`src/rtl/spi_mc_pkg.sv`:
```
package spi_mc_pkg;

  localparam int WORD_BITS = 8;
  localparam int EDGES     = 2 * WORD_BITS;
  localparam int BAUD_W    = 3;
  localparam int SS_W      = 4;
  localparam int CTRL_W    = 17;
  localparam int MAX_HALF  = 1 << ((1 << BAUD_W) - 1);
  localparam int TMR_W     = $clog2(MAX_HALF);
  localparam int EC_W      = $clog2(EDGES);

  // Control word field positions.
  localparam int B_MEN    = 0;
  localparam int B_CPOL   = 1;
  localparam int B_CPHA   = 2;
  localparam int B_BAUD   = 3;
  localparam int B_SS     = 10;
  localparam int B_FORCE  = 14;
  localparam int B_MANUAL = 15;
  localparam int B_TRIG   = 16;

  // Block-clock cycles per SCLK half period; exponent 0 is clamped to 1.
  function automatic int unsigned half_cycles(input logic [BAUD_W-1:0] b);
    int unsigned e;
    e = (b == '0) ? 1 : int'(b);
    return 32'd1 << e;
  endfunction

  // Edge index 0 is the leading edge of bit 0; even edges are leading.
  function automatic logic is_sample_edge(input logic [EC_W-1:0] e, input logic cpha);
    return e[0] == cpha;
  endfunction

  function automatic logic is_shift_edge(input logic [EC_W-1:0] e, input logic cpha);
    return !is_sample_edge(e, cpha) && (e != '0) && (e != EC_W'(EDGES - 1));
  endfunction

endpackage

```
`src/rtl/spi_fifo.sv`:
```
module spi_fifo #(
  parameter int W     = 8,
  parameter int DEPTH = 4
) (
  input  logic         clk,
  input  logic         rst_n,
  input  logic         wr,
  input  logic [W-1:0] din,
  input  logic         rd,
  output logic [W-1:0] dout,
  output logic         full,
  output logic         empty
);
  localparam int PW = (DEPTH > 1) ? $clog2(DEPTH) : 1;
  localparam int CW = $clog2(DEPTH + 1);

  logic [W-1:0]  mem [DEPTH];
  logic [PW-1:0] wp, rp;
  logic [CW-1:0] cnt;
  logic          wr_ok, rd_ok;

  assign full  = (cnt == CW'(DEPTH));
  assign empty = (cnt == '0);
  assign wr_ok = wr && !full;
  assign rd_ok = rd && !empty;
  assign dout  = mem[rp];

  function automatic logic [PW-1:0] bump(input logic [PW-1:0] p);
    return (p == PW'(DEPTH - 1)) ? '0 : p + 1'b1;
  endfunction

  always_ff @(posedge clk or negedge rst_n) begin
    if (!rst_n) begin
      wp  <= '0;
      rp  <= '0;
      cnt <= '0;
    end else begin
      if (wr_ok) wp <= bump(wp);
      if (rd_ok) rp <= bump(rp);
      case ({wr_ok, rd_ok})
        2'b10:   cnt <= cnt + 1'b1;
        2'b01:   cnt <= cnt - 1'b1;
        default: cnt <= cnt;
      endcase
    end
  end

  always_ff @(posedge clk) begin
    if (wr_ok) mem[wp] <= din;
  end

  p_no_overflow_r10: assert property (@(posedge clk) disable iff (!rst_n)
    (full && wr && !rd) |=> (cnt == CW'(DEPTH)));

  p_no_underflow_r10: assert property (@(posedge clk) disable iff (!rst_n)
    (empty && rd && !wr) |=> empty);

endmodule

```
`src/rtl/spi_start_ctl.sv`:
```
module spi_start_ctl (
  input  logic clk,
  input  logic rst_n,
  input  logic run_en,
  input  logic man_mode,
  input  logic trig,
  input  logic tx_nempty,
  input  logic rx_nfull,
  input  logic eng_idle,
  output logic go,
  output logic trig_pulse
);
  logic trig_q;
  logic armed;

  assign trig_pulse = trig && !trig_q;

  always_ff @(posedge clk or negedge rst_n) begin
    if (!rst_n) begin
      trig_q <= 1'b0;
      armed  <= 1'b0;
    end else begin
      trig_q <= trig;
      if (!run_en || !man_mode)      armed <= 1'b0;
      else if (trig_pulse)           armed <= 1'b1;
      else if (eng_idle && !tx_nempty) armed <= 1'b0;
    end
  end

  always_comb begin
    go = run_en && tx_nempty && rx_nfull;
    if (man_mode) go = go && (armed || trig_pulse);
  end

endmodule

```
`src/rtl/spi_shifter.sv`:
```
module spi_shifter
  import spi_mc_pkg::*;
(
  input  logic                 clk,
  input  logic                 rst_n,
  input  logic                 run_en,
  input  logic                 go,
  input  logic                 cpol,
  input  logic                 cpha,
  input  logic [BAUD_W-1:0]    baud,
  input  logic [WORD_BITS-1:0] tx_byte,
  output logic                 tx_pop,
  output logic                 rx_push,
  output logic [WORD_BITS-1:0] rx_byte,
  input  logic                 miso,
  output logic                 sclk,
  output logic                 mosi,
  output logic                 busy
);
  typedef enum logic [1:0] {S_IDLE, S_RUN, S_TAIL} st_t;

  st_t                  st;
  logic [TMR_W-1:0]     tmr, reload;
  logic [EC_W-1:0]      ecnt;
  logic [WORD_BITS-1:0] tx_sh, rx_sh, rx_next;
  logic                 sclk_r, mosi_r;

  // Named events for assertions and for reading the sequence.
  logic tmr_zero, edge_now, samp_now, shft_now, last_now, load_now;

  assign tmr_zero = (tmr == '0);
  assign edge_now = run_en && (st == S_RUN) && tmr_zero;
  assign samp_now = edge_now && is_sample_edge(ecnt, cpha);
  assign shft_now = edge_now && is_shift_edge(ecnt, cpha);
  assign last_now = edge_now && (ecnt == EC_W'(EDGES - 1));
  assign load_now = run_en && go && ((st == S_IDLE) || (st == S_TAIL && tmr_zero));
  assign reload   = TMR_W'(half_cycles(baud) - 1);
  assign rx_next  = {rx_sh[WORD_BITS-2:0], miso};

  assign tx_pop  = load_now;
  assign rx_push = last_now;
  assign rx_byte = samp_now ? rx_next : rx_sh;
  assign sclk    = (st == S_IDLE) ? cpol : sclk_r;
  assign mosi    = mosi_r;
  assign busy    = (st != S_IDLE);

  always_ff @(posedge clk or negedge rst_n) begin
    if (!rst_n) begin
      st     <= S_IDLE;
      tmr    <= '0;
      ecnt   <= '0;
      tx_sh  <= '0;
      rx_sh  <= '0;
      sclk_r <= 1'b0;
      mosi_r <= 1'b0;
    end else if (!run_en) begin
      st     <= S_IDLE;
      sclk_r <= cpol;
    end else if (load_now) begin
      st     <= S_RUN;
      tmr    <= reload;
      ecnt   <= '0;
      sclk_r <= cpol;
      mosi_r <= tx_byte[WORD_BITS-1];
      tx_sh  <= {tx_byte[WORD_BITS-2:0], 1'b0};
    end else begin
      case (st)
        S_IDLE: sclk_r <= cpol;
        S_RUN: begin
          if (tmr_zero) begin
            sclk_r <= ~sclk_r;
            tmr    <= reload;
            if (samp_now) rx_sh <= rx_next;
            if (shft_now) begin
              mosi_r <= tx_sh[WORD_BITS-1];
              tx_sh  <= {tx_sh[WORD_BITS-2:0], 1'b0};
            end
            if (last_now) st <= S_TAIL;
            else          ecnt <= ecnt + 1'b1;
          end else begin
            tmr <= tmr - 1'b1;
          end
        end
        S_TAIL: begin
          if (tmr_zero) st <= S_IDLE;
          else          tmr <= tmr - 1'b1;
        end
        default: st <= S_IDLE;
      endcase
    end
  end

  p_half_period_r4: assert property (@(posedge clk) disable iff (!rst_n)
    (run_en && st == S_RUN && !tmr_zero) |=> $stable(sclk_r));

  p_halt_r9: assert property (@(posedge clk) disable iff (!rst_n)
    (!run_en) |=> (st == S_IDLE));

  p_mosi_steady_r2: assert property (@(posedge clk) disable iff (!rst_n)
    (samp_now) |=> $stable(mosi_r));

endmodule

```
`src/rtl/spi_ss_drive.sv`:
```
module spi_ss_drive #(
  parameter int SS_W = 4
) (
  input  logic            run_en,
  input  logic            force_sel,
  input  logic            active,
  input  logic [SS_W-1:0] field,
  output logic [SS_W-1:0] ss_n
);
  always_comb begin
    ss_n = '1;
    if (run_en && (force_sel || active)) ss_n = field;
  end
endmodule

```
`src/rtl/spi_master_core.sv`:
```
module spi_master_core
  import spi_mc_pkg::*;
#(
  parameter int FIFO_DEPTH = 4
) (
  input  logic                 clk,
  input  logic                 rst_n,
  input  logic [CTRL_W-1:0]    ctrl_word,
  input  logic                 eng_en,
  input  logic                 tx_wr,
  input  logic [WORD_BITS-1:0] tx_data,
  output logic                 tx_full,
  input  logic                 rx_rd,
  output logic [WORD_BITS-1:0] rx_data,
  output logic                 rx_empty,
  output logic                 busy,
  output logic                 sclk,
  output logic                 mosi,
  output logic [SS_W-1:0]      ss_n,
  input  logic                 miso
);
  logic                 run_en, go, trig_pulse;
  logic                 tx_empty, rx_full, tx_pop, rx_push;
  logic [WORD_BITS-1:0] tx_head, rx_in;
  logic [SS_W-1:0]      ss_field;
  logic                 rsvd_unused;

  assign run_en      = eng_en && ctrl_word[B_MEN];
  assign ss_field    = ctrl_word[B_SS +: SS_W];
  assign rsvd_unused = ^ctrl_word[B_SS-1:B_BAUD+BAUD_W];

  spi_fifo #(.W(WORD_BITS), .DEPTH(FIFO_DEPTH)) u_txq (
    .clk(clk), .rst_n(rst_n), .wr(tx_wr), .din(tx_data), .rd(tx_pop),
    .dout(tx_head), .full(tx_full), .empty(tx_empty));

  spi_fifo #(.W(WORD_BITS), .DEPTH(FIFO_DEPTH)) u_rxq (
    .clk(clk), .rst_n(rst_n), .wr(rx_push), .din(rx_in), .rd(rx_rd),
    .dout(rx_data), .full(rx_full), .empty(rx_empty));

  spi_start_ctl u_start (
    .clk(clk), .rst_n(rst_n), .run_en(run_en),
    .man_mode(ctrl_word[B_MANUAL]), .trig(ctrl_word[B_TRIG]),
    .tx_nempty(!tx_empty), .rx_nfull(!rx_full), .eng_idle(!busy),
    .go(go), .trig_pulse(trig_pulse));

  spi_shifter u_shift (
    .clk(clk), .rst_n(rst_n), .run_en(run_en), .go(go),
    .cpol(ctrl_word[B_CPOL]), .cpha(ctrl_word[B_CPHA]),
    .baud(ctrl_word[B_BAUD +: BAUD_W]),
    .tx_byte(tx_head), .tx_pop(tx_pop), .rx_push(rx_push), .rx_byte(rx_in),
    .miso(miso), .sclk(sclk), .mosi(mosi), .busy(busy));

  spi_ss_drive #(.SS_W(SS_W)) u_ss (
    .run_en(run_en), .force_sel(ctrl_word[B_FORCE]), .active(busy),
    .field(ss_field), .ss_n(ss_n));

  p_rx_room_r11: assert property (@(posedge clk) disable iff (!rst_n)
    rx_push |-> !rx_full);

  p_ss_steady_r6: assert property (@(posedge clk) disable iff (!rst_n)
    (busy && $past(busy) && $stable(ctrl_word) && $stable(eng_en)) |-> $stable(ss_n));

  p_manual_wait_r8: assert property (@(posedge clk) disable iff (!rst_n)
    (tx_pop && ctrl_word[B_MANUAL] && !busy) |-> (trig_pulse || $past(go)));

endmodule

```
`config.mk`:
```
export PLATFORM = sky130hd
export DESIGN_NAME = spi_master_core
export DESIGN_NICKNAME = d
export VERILOG_FILES = /design/src/rtl/spi_mc_pkg.sv /design/src/rtl/spi_fifo.sv /design/src/rtl/spi_start_ctl.sv /design/src/rtl/spi_shifter.sv /design/src/rtl/spi_ss_drive.sv /design/src/rtl/spi_master_core.sv
export SDC_FILE = /design/constraint.sdc
export NUM_CORES = 1
export LEC_CHECK = 0
export ABC_CLOCK_PERIOD_IN_PS = 5800
export BUFFER_PORTS_ARGS = -buffer_cell sky130_fd_sc_hd__buf_4
export CAP_MARGIN = 30
export CORE_MARGIN = 10
export CORE_UTILIZATION = 45
export DETAILED_ROUTE_END_ITERATION = 16
export PLACE_DENSITY = 0.67
export SLEW_MARGIN = 15
export SYNTH_ARGS = -nofsm -noshare
export SYNTH_HDL_FRONTEND = slang
export SYNTH_SLANG_ARGS = --single-unit
export TNS_END_PERCENT = 5
```
`constraint.sdc`:
```
create_clock -name clk -period 5.8 [get_ports clk]
set_input_delay 0.29 -clock clk [delete_from_list [all_inputs] [get_ports clk]]
set_output_delay 0.29 -clock clk [all_outputs]
set_load 0.02 [all_outputs]
```
==> qor.csv <==
metric,value,unit
Tcrit/Tclk final,0.526,
"Cell Area, Placed",0.00563,sq mm
die height,128,microns
RSZ-0062 raised after global routing,false,
Hold Crit Start,ctrl_word[16],
gpl congestion,0.813,
count of different cell masters after synthesis,58,
Pwr Density,379,mW/mm^2
"Seq/Total Area, Yosys",0.590,
PnR worst setup slack,2.75,ns
CP max stage delay,0.51,ns
drt wl/cell,16.3,microns
most frequent cells in the layout,"64 x edfxtp_1, 46 x dfrtp_1, 43 x buf_4",
DP HPWL,6330,microns
Final Slew Violations,0,
htree depth,3,
Post-Syn Instances,366,
area of the multi-input gates,0.00196,sq mm
FMAX,328,MHz
clock slew at reported path FFs,0.08,ns
Worst EP arrival,3.31,ns
layout cells sized above 1,0.261,
CP Launch Point,u_shift.tmr[0],
Tot GR Track Use,0.117,
TritonCTS Buffers,9,
HP Class,in -> reg,
initial drt markers,194,
Final Hold Vio Count,0,
status,completed,
Layout area overhead,13.8,%
CTS Hold Bufs,1,
Worst setup EP type,flop,
# resized after CTS,0,
ys async rst share,0.418,
Syn. warnings,0,
netlist area before placement,0.00521,sq mm
First-pass DRT Iterations,4,
CP Depth,12,
Layout Nets,461,
Die ar.,0.0163,sq mm
post-route setup TNS,0,ns
Setup-failing EPs final,0,
Max Cap Violations,0,
VDD IR max,214,uV
largest net degree at the start of global routing,47,
vias in the first global route,3121,
initial antenna violation count,0,
crit-path cells,"inv_1, ha_1, nor3b_2, a21oi_2, or3_4, clkinv_4, ha_1, inv_1, fa_1, xor2_1, nor2_1, xor2_1",
Critical-path top delay cell,or3_4,
Tmin final,3.05,ns
Crit path max-delay family,simple AND/OR/NAND/NOR gates,
design area,0.00593,sq mm
row count,39,
Rel. slew slack,0.589,
WS Path Type,reg -> reg,
Post-synth EDFFs,64,
io pins,48,
pre-CTS setup slack,2.75,ns
worst-margin pin slew,0.617,ns
Main synth FF type,edfxtp_1,
worst-skew pair later-pin latency,0.34,ns
Core ar.,0.0114,sq mm
total gr overflow,0,
"Net Count, Synth",418,
leakage power figure,2.38,nW
Die Width,128,microns
Root Driver,clkbuf_16,
ANT nets after route,0,
Syn Area/Cell,14.2,sq um
ANT cells,0,
maximum fanout along the worst path,29,
startpoint types,flop,
"leading cell type in the layout, fill and taps excluded",edfxtp_1,
final hold slack,0.0575,ns
drt drc,0,
Clock Path Buffers,2,
initial core utilization,0.458,
Fin Clk Skew,0.00916,ns
first-pass GRT wire length,15700,microns
# fillers,958,
post-CTS setup buffers,0,
"FF+latch count, synth",110,
overall routed net length,9080,microns
Crit path buffers/inverters,3,
vias per cell,5.31,
CP Data Required Time,6.06,ns
TritonCTS clock tree,done,
"Core Util, Final",0.522,
# port buffers,43,
cell count of the worst reg-to-reg path,12,
via count,2958,
reg2reg start,u_shift.tmr[0],
Hold Crit Depth,1,
area occupied by registers,0.00307,sq mm
clock sinks,110,
final cells by class:
class                      instances  share of cell area
sequential                       110               0.518
clock inverter                     7              0.0118
inverter                          24              0.0160
clock buffer                       9              0.0380
tap                              143              0.0302
timing repair buffer              44              0.0561
multi-input combinational        220               0.330
logic make-up (layout without fill, tap and decap cells):
family / Yosys count / after routing / share of synthesized area
other cells: 1 / 1 / 0.000720
buf+inv: 36 / 84 / 0.0348
xor+xnor: 13 / 13 / 0.0218
mux: 45 / 45 / 0.135
simple gates: 89 / 89 / 0.0987
fa+ha+maj: 21 / 21 / 0.0533
compound gates: 51 / 51 / 0.0655
flops: 110 / 110 / 0.590
flip-flops by register name, summed over array words and instances (netlist names), 2 cells and up:
name	cells
u_rxq.mem	32
u_shift.tx_sh	7
u_txq.cnt	3
u_rxq.cnt	3
u_shift.rx_sh	8
u_shift.tmr	7
u_rxq.rp	2
u_txq.rp	2
u_rxq.wp	2
u_txq.mem	32
u_shift.ecnt	4
u_txq.wp	2
u_shift.st	2
power breakdown:
group	switching [mW]	total, mW	internal, mW	leakage (nW)
clock network	0.295	0.597	0.301	0.140
registers	0.149	1.12	0.968	1.18
logic	0.266	0.533	0.268	1.06
final timing paths:
kind,slack [ns],to
max,2.75,u_txq.cnt[2]
min,0.06,u_start.trig_q
min reg2reg,0.50,u_txq.cnt[2]
min in group asynchronous,0.49,u_txq.wp[1]
max in group asynchronous,4.89,u_rxq.rp[1]
max reg2reg,2.75,u_txq.cnt[2]
layer usage:
metal / GRT usage / share of wire / wire (microns)
met5: 0 / 0 / 0
met4: 0.0291 / 0.0061 / 55
met3: 0.0389 / 0.048 / 433
met2: 0.189 / 0.48 / 4330
met1: 0.150 / 0.47 / 4270
cells in the mapped netlist, drive strengths merged (2+ instances only):
master  instances  area share
dfrtp          46        0.22
or3b            2      0.0038
a211oi          3      0.0043
xnor2           5      0.0084
and2            7      0.0084
fa              2      0.0077
or3             5      0.0079
mux4           16       0.069
nand2          15       0.011
a21o            2      0.0029
o21ai          13       0.012
xor2            8       0.013
mux2           20       0.049
edfxtp         64        0.37
a22oi           3      0.0043
and3            7      0.0084
mux2i           9       0.017
o211ai          2      0.0029
nor2b           3      0.0036
a21oi          15       0.015
o21a            2      0.0029
nor2           24       0.019
ha             19       0.046
nor3            8      0.0077
buf            11       0.016
nand3           6      0.0082
nand2b          6      0.0086
inv            23       0.017
o31ai           3      0.0053
through the flow:
stage / std cells / power (mW)
after floorplan: 366 / 1.53
after global placement: 540 / 1.65
after detailed placement: 540 / 1.68
after CTS: 557 / 2.28
after global routing: 557 / 2.40
final: 557 / 2.25
No activity file was read; power rests on OpenSTA's default activity.
